--- config.mk ---
export PLATFORM = sky130hd
export DESIGN_NAME = npc_unit
export DESIGN_NICKNAME = d
export VERILOG_FILES = /design/src/rtl/npc_pkg.sv /design/src/rtl/npc_rel_adder.sv /design/src/rtl/npc_target_mux.sv /design/src/rtl/npc_unit.sv
export SDC_FILE = /design/constraint.sdc
export NUM_CORES = 1
export LEC_CHECK = 0
export CAP_MARGIN = 20
export CORE_ASPECT_RATIO = 0.9
export CORE_MARGIN = 1
export CORE_UTILIZATION = 41
export CTS_BUF_LIST = sky130_fd_sc_hd__clkbuf_8 sky130_fd_sc_hd__clkbuf_16
export DETAILED_ROUTE_END_ITERATION = 6
export HOLD_SLACK_MARGIN = 0.02
export PLACE_DENSITY = 0.78
export SLEW_MARGIN = 20
export SYNTH_ARGS = -nofsm -noshare
export SYNTH_HDL_FRONTEND = slang
export SYNTH_SLANG_ARGS = --single-unit
export TNS_END_PERCENT = 1
--- constraint.sdc ---
create_clock -name clk -period 2.8 [get_ports clk]
set_clock_uncertainty 0.1 [all_clocks]
set_input_delay 0.56 -clock clk [delete_from_list [all_inputs] [get_ports clk]]
set_output_delay 0.56 -clock clk [all_outputs]
set_load 0.01 [all_outputs]
--- src/rtl/npc_pkg.sv ---
package npc_pkg;
  localparam int NPC_PC_W  = 22;
  localparam int NPC_PTR_W = 16;
  localparam int NPC_OFS_W = 12;
  localparam int NPC_MODE_W = 3;

  typedef enum logic [NPC_MODE_W-1:0] {
    NPC_SEQ = 3'd0,
    NPC_ABS = 3'd1,
    NPC_IND = 3'd2,
    NPC_XIND = 3'd3,
    NPC_REL = 3'd4
  } npc_mode_e;
endpackage

--- src/rtl/npc_rel_adder.sv ---
module npc_rel_adder #(
  parameter int PC_W  = 22,
  parameter int OFS_W = 12
) (
  input  logic [PC_W-1:0]  base,
  input  logic [OFS_W-1:0] ofs,
  output logic [PC_W-1:0]  sum
);
  localparam int SX_W = PC_W - OFS_W;

  logic [PC_W-1:0] ofs_sx;
  logic [PC_W-1:0] one;

  generate
    if (SX_W > 0) begin : g_sext
      assign ofs_sx = {{SX_W{ofs[OFS_W-1]}}, ofs};
    end else begin : g_trunc
      assign ofs_sx = ofs[PC_W-1:0];
    end
  endgenerate

  assign one = {{(PC_W-1){1'b0}}, 1'b1};
  assign sum = base + ofs_sx + one;

  // an offset of -1 cancels the implicit +1
  always_comb begin
    if (ofs == {OFS_W{1'b1}}) begin
      a_r7_minus_one_identity: assert (sum == base);
    end
  end
endmodule

--- src/rtl/npc_target_mux.sv ---
module npc_target_mux
  import npc_pkg::*;
#(
  parameter int PC_W  = 22,
  parameter int PTR_W = 16
) (
  input  logic [NPC_MODE_W-1:0] mode,
  input  logic [PC_W-1:0]       seq_pc,
  input  logic [PC_W-1:0]       rel_pc,
  input  logic [PC_W-1:0]       imm,
  input  logic [PTR_W-1:0]      ptr,
  input  logic [PC_W-PTR_W-1:0] ext,
  output logic [PC_W-1:0]       target
);
  localparam int HI_W = PC_W - PTR_W;

  logic [PC_W-1:0] ind_pc;
  logic [PC_W-1:0] xind_pc;

  generate
    if (HI_W > 0) begin : g_wide
      assign ind_pc  = {{HI_W{1'b0}}, ptr};
      assign xind_pc = {ext, ptr};
    end else begin : g_narrow
      assign ind_pc  = ptr[PC_W-1:0];
      assign xind_pc = ptr[PC_W-1:0];
    end
  endgenerate

  always_comb begin
    case (mode)
      NPC_ABS:  target = imm;
      NPC_IND:  target = ind_pc;
      NPC_XIND: target = xind_pc;
      NPC_REL:  target = rel_pc;
      default:  target = seq_pc;
    endcase
  end

  // indirect target never carries extension bits
  always_comb begin
    if (mode == NPC_IND) begin
      a_r5_ind_zero_hi: assert (target[PC_W-1:PTR_W] == '0);
    end
  end
endmodule

--- src/rtl/npc_unit.sv ---
module npc_unit
  import npc_pkg::*;
#(
  parameter int PC_W  = NPC_PC_W,
  parameter int PTR_W = NPC_PTR_W,
  parameter int OFS_W = NPC_OFS_W
) (
  input  logic                  clk,
  input  logic                  rst,
  input  logic                  en,
  input  logic [NPC_MODE_W-1:0] mode,
  input  logic [PC_W-1:0]       cur_pc,
  input  logic [PC_W-1:0]       imm,
  input  logic [PTR_W-1:0]      ptr,
  input  logic [PC_W-PTR_W-1:0] ext,
  input  logic [OFS_W-1:0]      rel_ofs,
  output logic [PC_W-1:0]       next_pc
);
  localparam int HI_W = PC_W - PTR_W;

  logic [PC_W-1:0] seq_pc;
  logic [PC_W-1:0] rel_pc;
  logic [PC_W-1:0] target;
  logic [PC_W-1:0] pc_q;

  npc_rel_adder #(.PC_W(PC_W), .OFS_W(OFS_W)) u_seq (
    .base(cur_pc), .ofs({OFS_W{1'b0}}), .sum(seq_pc)
  );

  npc_rel_adder #(.PC_W(PC_W), .OFS_W(OFS_W)) u_rel (
    .base(cur_pc), .ofs(rel_ofs), .sum(rel_pc)
  );

  npc_target_mux #(.PC_W(PC_W), .PTR_W(PTR_W)) u_mux (
    .mode(mode), .seq_pc(seq_pc), .rel_pc(rel_pc),
    .imm(imm), .ptr(ptr), .ext(ext), .target(target)
  );

  always_ff @(posedge clk) begin
    if (rst) begin
      pc_q <= '0;
    end else if (en) begin
      pc_q <= target;
    end
  end

  assign next_pc = pc_q;

  // value right after reset is zero
  a_r1_reset_zero: assert property (@(posedge clk) disable iff (rst)
    $past(rst) |-> next_pc == '0);

  // disabled cycles hold the register
  a_r2_hold: assert property (@(posedge clk) disable iff (rst)
    !en |=> $stable(next_pc));

  // sequential step
  a_r3_seq_step: assert property (@(posedge clk) disable iff (rst)
    (en && mode == NPC_SEQ) |=> next_pc == $past(cur_pc) + 1'b1);

  // absolute load
  a_r4_abs_load: assert property (@(posedge clk) disable iff (rst)
    (en && mode == NPC_ABS) |=> next_pc == $past(imm));

  // extension register fills the upper bits
  a_r6_xind_hi: assert property (@(posedge clk) disable iff (rst)
    (en && mode == NPC_XIND) |=> next_pc[PC_W-1:PTR_W] == $past(ext));

  // indirect load zero-extends the pointer
  a_r5_ind_load: assert property (@(posedge clk) disable iff (rst)
    (en && mode == NPC_IND) |=> next_pc == {{HI_W{1'b0}}, $past(ptr)});
endmodule

; Yosys cells after proc, flatten, opt, wreduce, memory -nomap -nowiden
; Index checks and enable logic that the tools add are counted.
[op_classes]
add_sub_neg = 3
n_mul = 0
div = 0
n_lt_le_gt_ge = 0
eq_ne = 4
shift = 0
n_mux = 1
bitwise = 0
reduce_logical = 0
[op_table]
columns = op, count
row1 = $pmux 22 s4, 1
row2 = $add 22x1->22 const B, 2
row3 = $add 22x22->22, 1
row4 = $eq 3x2->1 const B, 2
row5 = $eq 3x1->1 const B, 1
row6 = $eq 3x3->1 const B, 1
[totals]
reg_bits = 22
latchBits = 0
ramBits = 0
mem_bits_ro = 0
input_bits = 84
out_inout_bits = 22
word_cells = 9
n_memories = 0

; Depth between registers and ports, before layout
; Gate-level depths: netlist (run 1).
[depth]
ltp_word = 3
ltp_mapped = 10
ltp_nobuf = 10

; Cells and area by module
; From an unflattened synthesis (run 1), not the netlist that was laid out.
[unflattened]
cells_unflattened = 489
area_unflattened_um2 = 3837.4
[modules_own_cells]
columns = module, n_inst, cells_per_inst, area_per_inst_um2, seq_area_each_um2
row1 = npc_rel_adder, 2, 156, 1132.3, 0.0
row2 = npc_unit, 1, 72, 805.8, 440.4
row3 = npc_target_mux, 1, 105, 767.0, 0.0

; Worst setup path after synthesis (run 1)
; Ideal clock, no wire load.
[synth_timing]
path_kind = input to register
startpoint = in cur_pc[0]
endpoint = reg pc_q[14] (netlist: next_pc[14])
setup_ns = 0.132
t_arrival_ns = 2.694
required_ns = 2.568
path_slack_ns = -0.125
cell_stages = 10
path_buffers = 0
cell_sequence = inv_1 > ha_1 > fa_1 > nor2b_1 > o31a_1 > a2bb2oi_1 > a22o_2 > mux2_4 > a2111oi_2 > nor3_1
[synth_between]
elab_chain_len = 3
word_cells_on_any_way = 4
cone_classes = add/sub: 3 / mux: 1
[synth_rtl]
columns = item, line
row1 = start: declaration, npc_unit.sv:12  ; input logic [PC_W-1:0] cur_pc,
row2 = $add 22x22->22, npc_rel_adder.sv:23  ; assign sum = base + ofs_sx + one;
row3 = $add 22x1->22, npc_rel_adder.sv:23
row4 = $pmux 22 s4 *, npc_target_mux.sv:31  ; case (mode)
row5 = end signal: assignment, npc_unit.sv:43  ; pc_q <= target;
row6 = end: declaration, npc_unit.sv:24  ; logic [PC_W-1:0] pc_q;
; Mark *: on every way between the ends. The rest lies on a longest branch, timed or not.
; A chain may end at the register's enable or synchronous reset.

; Worst setup path in the final report (run 1)
[layout_timing]
startpoint = in cur_pc[3]
endpoint = reg pc_q[14] (netlist: next_pc[14])
; Same word-level chain as after synthesis.

==> summary.md, run 1 <==
| Metric | Value |
|---|---|
| Unique masters post-synth | `53` |
| Post-synth ARST share | `0%` |
| Final worst slack | `0.0709 ns` |
| First-pass GRT wire length | `16.8 mm` |
| Row count | `28` |
| Syn nets | `492` |
| Vias in the first global route | `3469` |
| Worst setup SP type | `input port` |
| Fin crit period | `2.73 ns` |
| Critical path origin | `cur_pc[3]` |
| GRT Residual Overflow | `0` |
| Static leakage | `1.99 nW` |
| Final wirelength | `11.0 mm` |
| Leading register cell type out of synthesis | `dfxtp_1` |
| Setup crit end | `next_pc[14]` |
| Syn Area/Cell | `7.23 um^2` |
| Worst path slowest cell | `clkdlybuf4s50_1` |
| # diodes | `0` |
| Via density | `5.75` |
| Outcome | `finished, final reports clean` |
| Initial antenna violation count | `0` |
| Tcrit/Tclk final | `97.5%` |
| Hpwl dp | `8.80 mm` |
| R2R Path End | `next_pc[16]` |
| Crit path DAT | `2.79 ns` |
| Setup violators final | `0` |
| CTS Root Buffer Type | `clkbuf_8` |
| DR WL/cell | `16.9 um` |
| Buffer count from post-CTS setup fixing | `0` |
| Register area share after synthesis | `15.8%` |
| Post-Syn Area | `2790 um^2` |
| RR Startpoint | `next_pc[16]` |
| IO buf count | `105` |
| CP required | `2.86 ns` |
| Initial Util | `42.3%` |
| CP bufs+invs | `1` |
| Worst-path maximum fanout | `3` |
| RSZ-0062 raised after global routing | `true` |
| Min-delay worst type | `reg2reg` |
| Pwr dens | `298 nW/um^2` |
| Final GP Congestion | `0.945` |
| Worst R2R Path Depth | `3` |
| Synth area leaders | `dfxtp_1, ha_1, nor2_1, xor2_1, xnor2_1` |
| Cts bufs inserted | `3` |
| Critical Path End Type | `flip-flop` |
| Worst slew margin | `64.8%` |
| Switching part of the total | `35.9%` |
| Max reg flops | `22` |
| Die height | `80.2 um` |
| Commonest non-fill, non-tap cells in the layout | `clkdlybuf4s50_1, buf_4, nor2_1, nand2_1` |
| Cell family with most CP delay | `compound AO/OA/AOI/OAI gates` |
| Synth Register Bits | `22` |
| Non-filler cells, final | `654` |
| Worst Max-Slew Pin Slew | `0.526 ns` |
| Setup TNS | `0 ns` |
| R2R setup slack | `1.61 ns` |
| Io pins | `106` |
| Hold Violations, Final | `0` |
| DRT Pass-1 Iters | `5` |
| Clock share of power | `16.4%` |
| Skew-Pair Late Insertion Delay | `0.27 ns` |
| NetSw | `0.515 mW` |
| Most common cell after layout, fill and taps aside | `clkdlybuf4s50_1` |
| Synth-to-layout area growth | `72.6%` |
| YS warnings | `0` |
| Final net count | `672` |
| Layout cell share with drive strength beyond 1 | `21.5%` |
| Yosys top cell by area | `dfxtp_1` |
| Levels on crit path | `9` |
| Clk sinks | `22` |
| Crit path largest cell delay | `0.53 ns` |
| Seq pwr share | `24.7%` |
| Critical-path cell list | `clkdlybuf4s50_1 -> ha_4 -> o21a_1 -> o31a_1 -> a2bb2oi_2 -> a22o_2 -> mux2_4 -> a2111oi_4 -> nor3_1` |
| Area of the die | `7130 um^2` |
| Dpl cells | `650` |
| Post-route DRC | `0` |
| # H-tree levels | `1` |
| Cells on Worst Hold Path | `2` |
| Pre-CTS worst setup slack | `-0.523 ns` |
| Overall Global Routing Usage | `30.3%` |
| Combinational power share | `58.8%` |
| Vias | `3759` |
| CTS tree | `built` |
| Max Slew Vio Count | `0` |
| First DRT Iteration DRCs | `273` |
| Post-route antenna net violation count | `0` |
| # Max-Cap Violations | `0` |
| Die W | `88.9 um` |
| Crit path kind | `in2reg` |
| Post-synth EDFFs | `0` |
| Syn Inst Count | `385` |
| PnR Total Power | `1.43 mW` |
| Core area | `6590 um^2` |
| Clock transition at the registers of the reported paths | `0.09 ns` |
| Peak supply drop | `145 uV` |
| Clock tree buffer depth | `2` |
| Pin count of the biggest net entering global routing | `45` |
| Int Power | `0.917 mW` |
| Fmax achieved | `366 MHz` |
| Synth top area share | `15.8%` |
==> cells in the mapped netlist, types with 8 or more instances <==
master / count
nand2_1: 30
nor3_1: 21
mux2i_1: 8
xnor2_1: 14
a21oi_1: 23
a22oi_1: 11
o21ai_0: 23
o221ai_1: 13
inv_1: 10
nand3_1: 11
nor2_1: 51
xor2_1: 18
clkbuf_1: 18
dfxtp_1: 22
ha_1: 22
==> worst min path at each step <==
stage | endpoint | slack, ns | start
after floorplan | next_pc[0] | 0.40 | next_pc[0]
after global placement | next_pc[1] | 0.37 | next_pc[1]
after detailed placement | next_pc[6] | 0.37 | next_pc[6]
after CTS | next_pc[6] | 0.38 | next_pc[6]
after global routing | next_pc[3] | 0.41 | next_pc[3]
final | next_pc[8] | 0.39 | next_pc[8]
==> power by group through the flow <==
stage	logic [mW]	clock network [mW]	registers, mW
3_5_place_dp	0.772	0	0.361
4_1_cts	0.789	0.236	0.354
6_report	0.842	0.235	0.354
2_1_floorplan	0.339	0	0.373
5_1_grt	0.904	0.246	0.357
3_3_place_gp	0.758	0	0.360
==> cell families (layout without fill, tap and decap cells) <==
group	count (synthesis)	after routing	share of synthesized area (%)
simple gates	148	148	25.6
mux	10	10	3.82
compound gates	122	122	30.4
xor+xnor	32	32	10.1
fa+ha+maj	23	23	10.6
buf+inv	28	207	3.77
flops	22	22	15.8
==> timing repair <==
action,in CTS,in global routing
hold buffers,0,0
resized for setup,15,22
endpoints found under the setup margin,9,10
pin swaps,11,13
gates cloned,0,0
==> area by class of cell <==
cell class,instances,area (um^2)
timing repair buffer,193,1740
multi-input combinational,335,2430
clock buffer,4,55.1
fill,518,1780
inverter,10,37.5
tap,90,113
sequential,22,440
==> metrics by stage <==
step / hold WS (ns) / area [um^2] / utilization [%]
final: 0.388 / 4810 / 73.0
after CTS: 0.385 / 4670 / 70.9
after global routing: 0.412 / 4810 / 73.0
after detailed placement: 0.369 / 4560 / 69.3
after floorplan: 0.395 / 2790 / -
after global placement: 0.366 / 4560 / 69.3
==> per-layer routing <==
layer | track usage, % | wire length (um)
met4 | 7.26 | 163
met5 | 0 | 0
met2 | 47.4 | 4980
met3 | 3.91 | 970
met1 | 43.6 | 4930
==> tightest hold or removal path, stage by stage, from the launching register on <==
cell and delay [ns]:
dfxtp_1 0.31, nor2_1 0.09, nor3_1 0.05
(Power assumes the default switching activity.)
==> inputs of run 2 (changes only) <==
PLACE_DENSITY = unset   (was 0.78)
PLACE_DENSITY_LB_ADDON = 0.15   (was unset)
==> run 2 against run 1 <==
First-iteration DRC count fell by 0.73%. Design area fell by 0.47%. Clock power is 13% lower. Critical path type unchanged.
==> summary.md, run 2 (synthesis gave the netlist of run 1 again) <==
| Metric | Value |
|---|---|
| Outcome | `finished, final reports clean` |
| Die height | `80.2 um (unchanged)` |
| Setup TNS | `0 ns (unchanged)` |
| Fmax achieved | `365 MHz (-0.30%)` |
| Critical-path cell list | `clkdlybuf4s50_1 -> ha_4 -> a21oi_2 -> nand2_1 -> a2bb2oi_2 -> a22o_2 -> buf_6 -> buf_4 -> a221oi_4 -> xor2_2 -> o21ai_1` |
| Crit path DAT | `2.80 ns (about the same)` |
| Core area | `6590 um^2 (unchanged)` |
| Pin count of the biggest net entering global routing | `45 (unchanged)` |
| Via density | `5.68 (-1.1%)` |
| Worst path slowest cell | `clkdlybuf4s50_1` |
| Initial Util | `42.3% (unchanged)` |
| DR WL/cell | `16.4 um (-2.7%)` |
| Fin crit period | `2.74 ns (+0.00810 ns)` |
| Vias in the first global route | `3407 (-1.8%)` |
| Pwr dens | `292 nW/um^2 (-2.1%)` |
| Synth-to-layout area growth | `71.8%` |
| RR Startpoint | `next_pc[16]` |
| Final net count | `678 (+0.89%)` |
| PnR Total Power | `1.40 mW (-2.5%)` |
| Fillers | `572 (+10%)` |
| First-pass GRT wire length | `16.9 mm (+0.90%)` |
| Final GP Congestion | `0.906 (-4.1%)` |
| Max reg flops | `22 (unchanged)` |
| GRT Residual Overflow | `0 (unchanged)` |
| Io pins | `106 (unchanged)` |
| # Max-Cap Violations | `0 (unchanged)` |
| Peak supply drop | `119 uV (-18%)` |
| Overall Global Routing Usage | `31.0% (+0.67 points)` |
| Initial antenna violation count | `0 (unchanged)` |
| Max Slew Vio Count | `0 (unchanged)` |
| IO buf count | `105 (unchanged)` |
| Clock tree buffer depth | `2 (unchanged)` |
| Hold Violations, Final | `0 (unchanged)` |
| Layout cell share with drive strength beyond 1 | `22.1% (+0.69 points)` |
| Worst hold path startpoint | `next_pc[6]` |
| Clock transition at the registers of the reported paths | `0.09 ns (about the same)` |
| Min-delay worst type | `reg2reg` |
| Cts bufs inserted | `3 (unchanged)` |
| Area of the die | `7130 um^2 (unchanged)` |
| Hold-fix buffers at CTS | `0 (unchanged)` |
| Crit path largest cell delay | `0.52 ns (about the same)` |
| Commonest non-fill, non-tap cells in the layout | `clkdlybuf4s50_1, buf_4, nor2_1, nand2_1, dfxtp_1` |
| Post-route DRC | `0 (unchanged)` |
| Worst Max-Slew Pin Slew | `0.421 ns (-0.105 ns)` |
| Final wirelength | `10.8 mm (-2.0%)` |
| Worst setup SP type | `input port` |
| Critical Path End Type | `flip-flop` |
| Crit path kind | `in2reg` |
| Hpwl dp | `8.92 mm (+1.4%)` |
| Setup violators final | `0 (unchanged)` |
| Tcrit/Tclk final | `97.8% (+0.29 points)` |
| Critical path origin | `cur_pc[7]` |
| Worst slew margin | `71.9% (+7.0 points)` |
| CTS Root Buffer Type | `clkbuf_8` |
| RSZ-0062 raised after global routing | `true` |
| Static leakage | `1.98 nW (-0.61%)` |
| Vias | `3745 (-0.37%)` |
| First DRT Iteration DRCs | `271 (-0.73%)` |
| Most common cell after layout, fill and taps aside | `clkdlybuf4s50_1` |
| Post-route antenna net violation count | `0 (unchanged)` |
| DRT Pass-1 Iters | `5 (unchanged)` |
| Clk sinks | `22 (unchanged)` |
| CTS tree | `built` |
| CP required | `2.87 ns (about the same)` |
| # H-tree levels | `1 (unchanged)` |
| Worst-path maximum fanout | `3 (unchanged)` |
| Skew-Pair Late Insertion Delay | `0.25 ns (-0.02 ns)` |
| Row count | `28 (unchanged)` |
| # diodes | `0 (unchanged)` |
| Die W | `88.9 um (unchanged)` |
-- run 2: cell types whose count changed in the layout (fill, tap and decap cells not counted), moves of 2 or more --
cell	change
dlygate4sd2_1	+3
dlymetal6s2s_1	-2
clkdlybuf4s50_1	-2
o21ai_1	+2
inv_1	-2
inv_2	+2
o21ai_0	-2
buf_4	+6
-- run 2: final timing paths --
| kind | depth (start not counted) | end | slack [ns] |
|---|---|---|---|
| min reg2reg | 2 | next_pc[6] | 0.38 |
| max | 11 | next_pc[20] | 0.06 |
| max reg2reg | 3 | next_pc[16] | 1.54 |
| min | 2 | next_pc[6] | 0.38 |
-- run 2: layer usage --
metal	GRT usage [%]	share of wire, %	vias up
met5	0	0	-
met4	8.87	1.3	0
met3	4.73	8.9	18
met2	44.5	42	187
met1	46.7	48	1715
li1	-	-	1825
-- run 2: what timing repair did --
action                                  in CTS  in global routing
buffers inserted                             2                  0
resized for setup                           24                 15
endpoints found under the setup margin      13                  5
pin swaps                                   12                 12
-- run 2: area by class of cell --
cell class	instances	area [um^2]	share of cell area [%]
timing repair buffer	199	1770	36.9
inverter	10	37.5	0.784
tap	90	113	2.35
sequential	22	440	9.20
clock buffer	3	41.3	0.863
multi-input combinational	335	2390	49.9
-- run 2: where the power goes --
part | switching, mW | internal [mW] | leakage, nW
sequential | 0.0160 | 0.340 | 0.183
clock | 0.108 | 0.0961 | 0.0216
combinational | 0.380 | 0.455 | 1.78
-- run 2: critical path, delay by kind of cell --
family                   cells  cell delay (ns)
AND/OR/NAND/NOR              1             0.09
adder cells (fa/ha/maj)      1             0.22
AO/OA/AOI/OAI                5             0.97
XOR/XNOR                     1             0.18
buffers and inverters        3             0.78
-- run 2: per-stage QoR --
step	std cells	cell area, um^2	hold slack (ns)	utilization, %	setup slack [ns]
2_1_floorplan	385	2790	0.395	-	0.000619
3_3_place_gp	654	4590	0.367	69.7	-0.499
3_5_place_dp	654	4590	0.369	69.7	-0.616
4_1_cts	659	4730	0.382	71.9	0.00597
5_1_grt	659	4790	0.402	72.7	-0.0188
6_report	659	4790	0.381	72.7	0.0628
==> inputs of run 3 (changes only) <==
CORE_MARGIN = unset   (was 1)
==> results of run 3 <==
The final DEF is identical to that of run 2; final timing and power are the same.
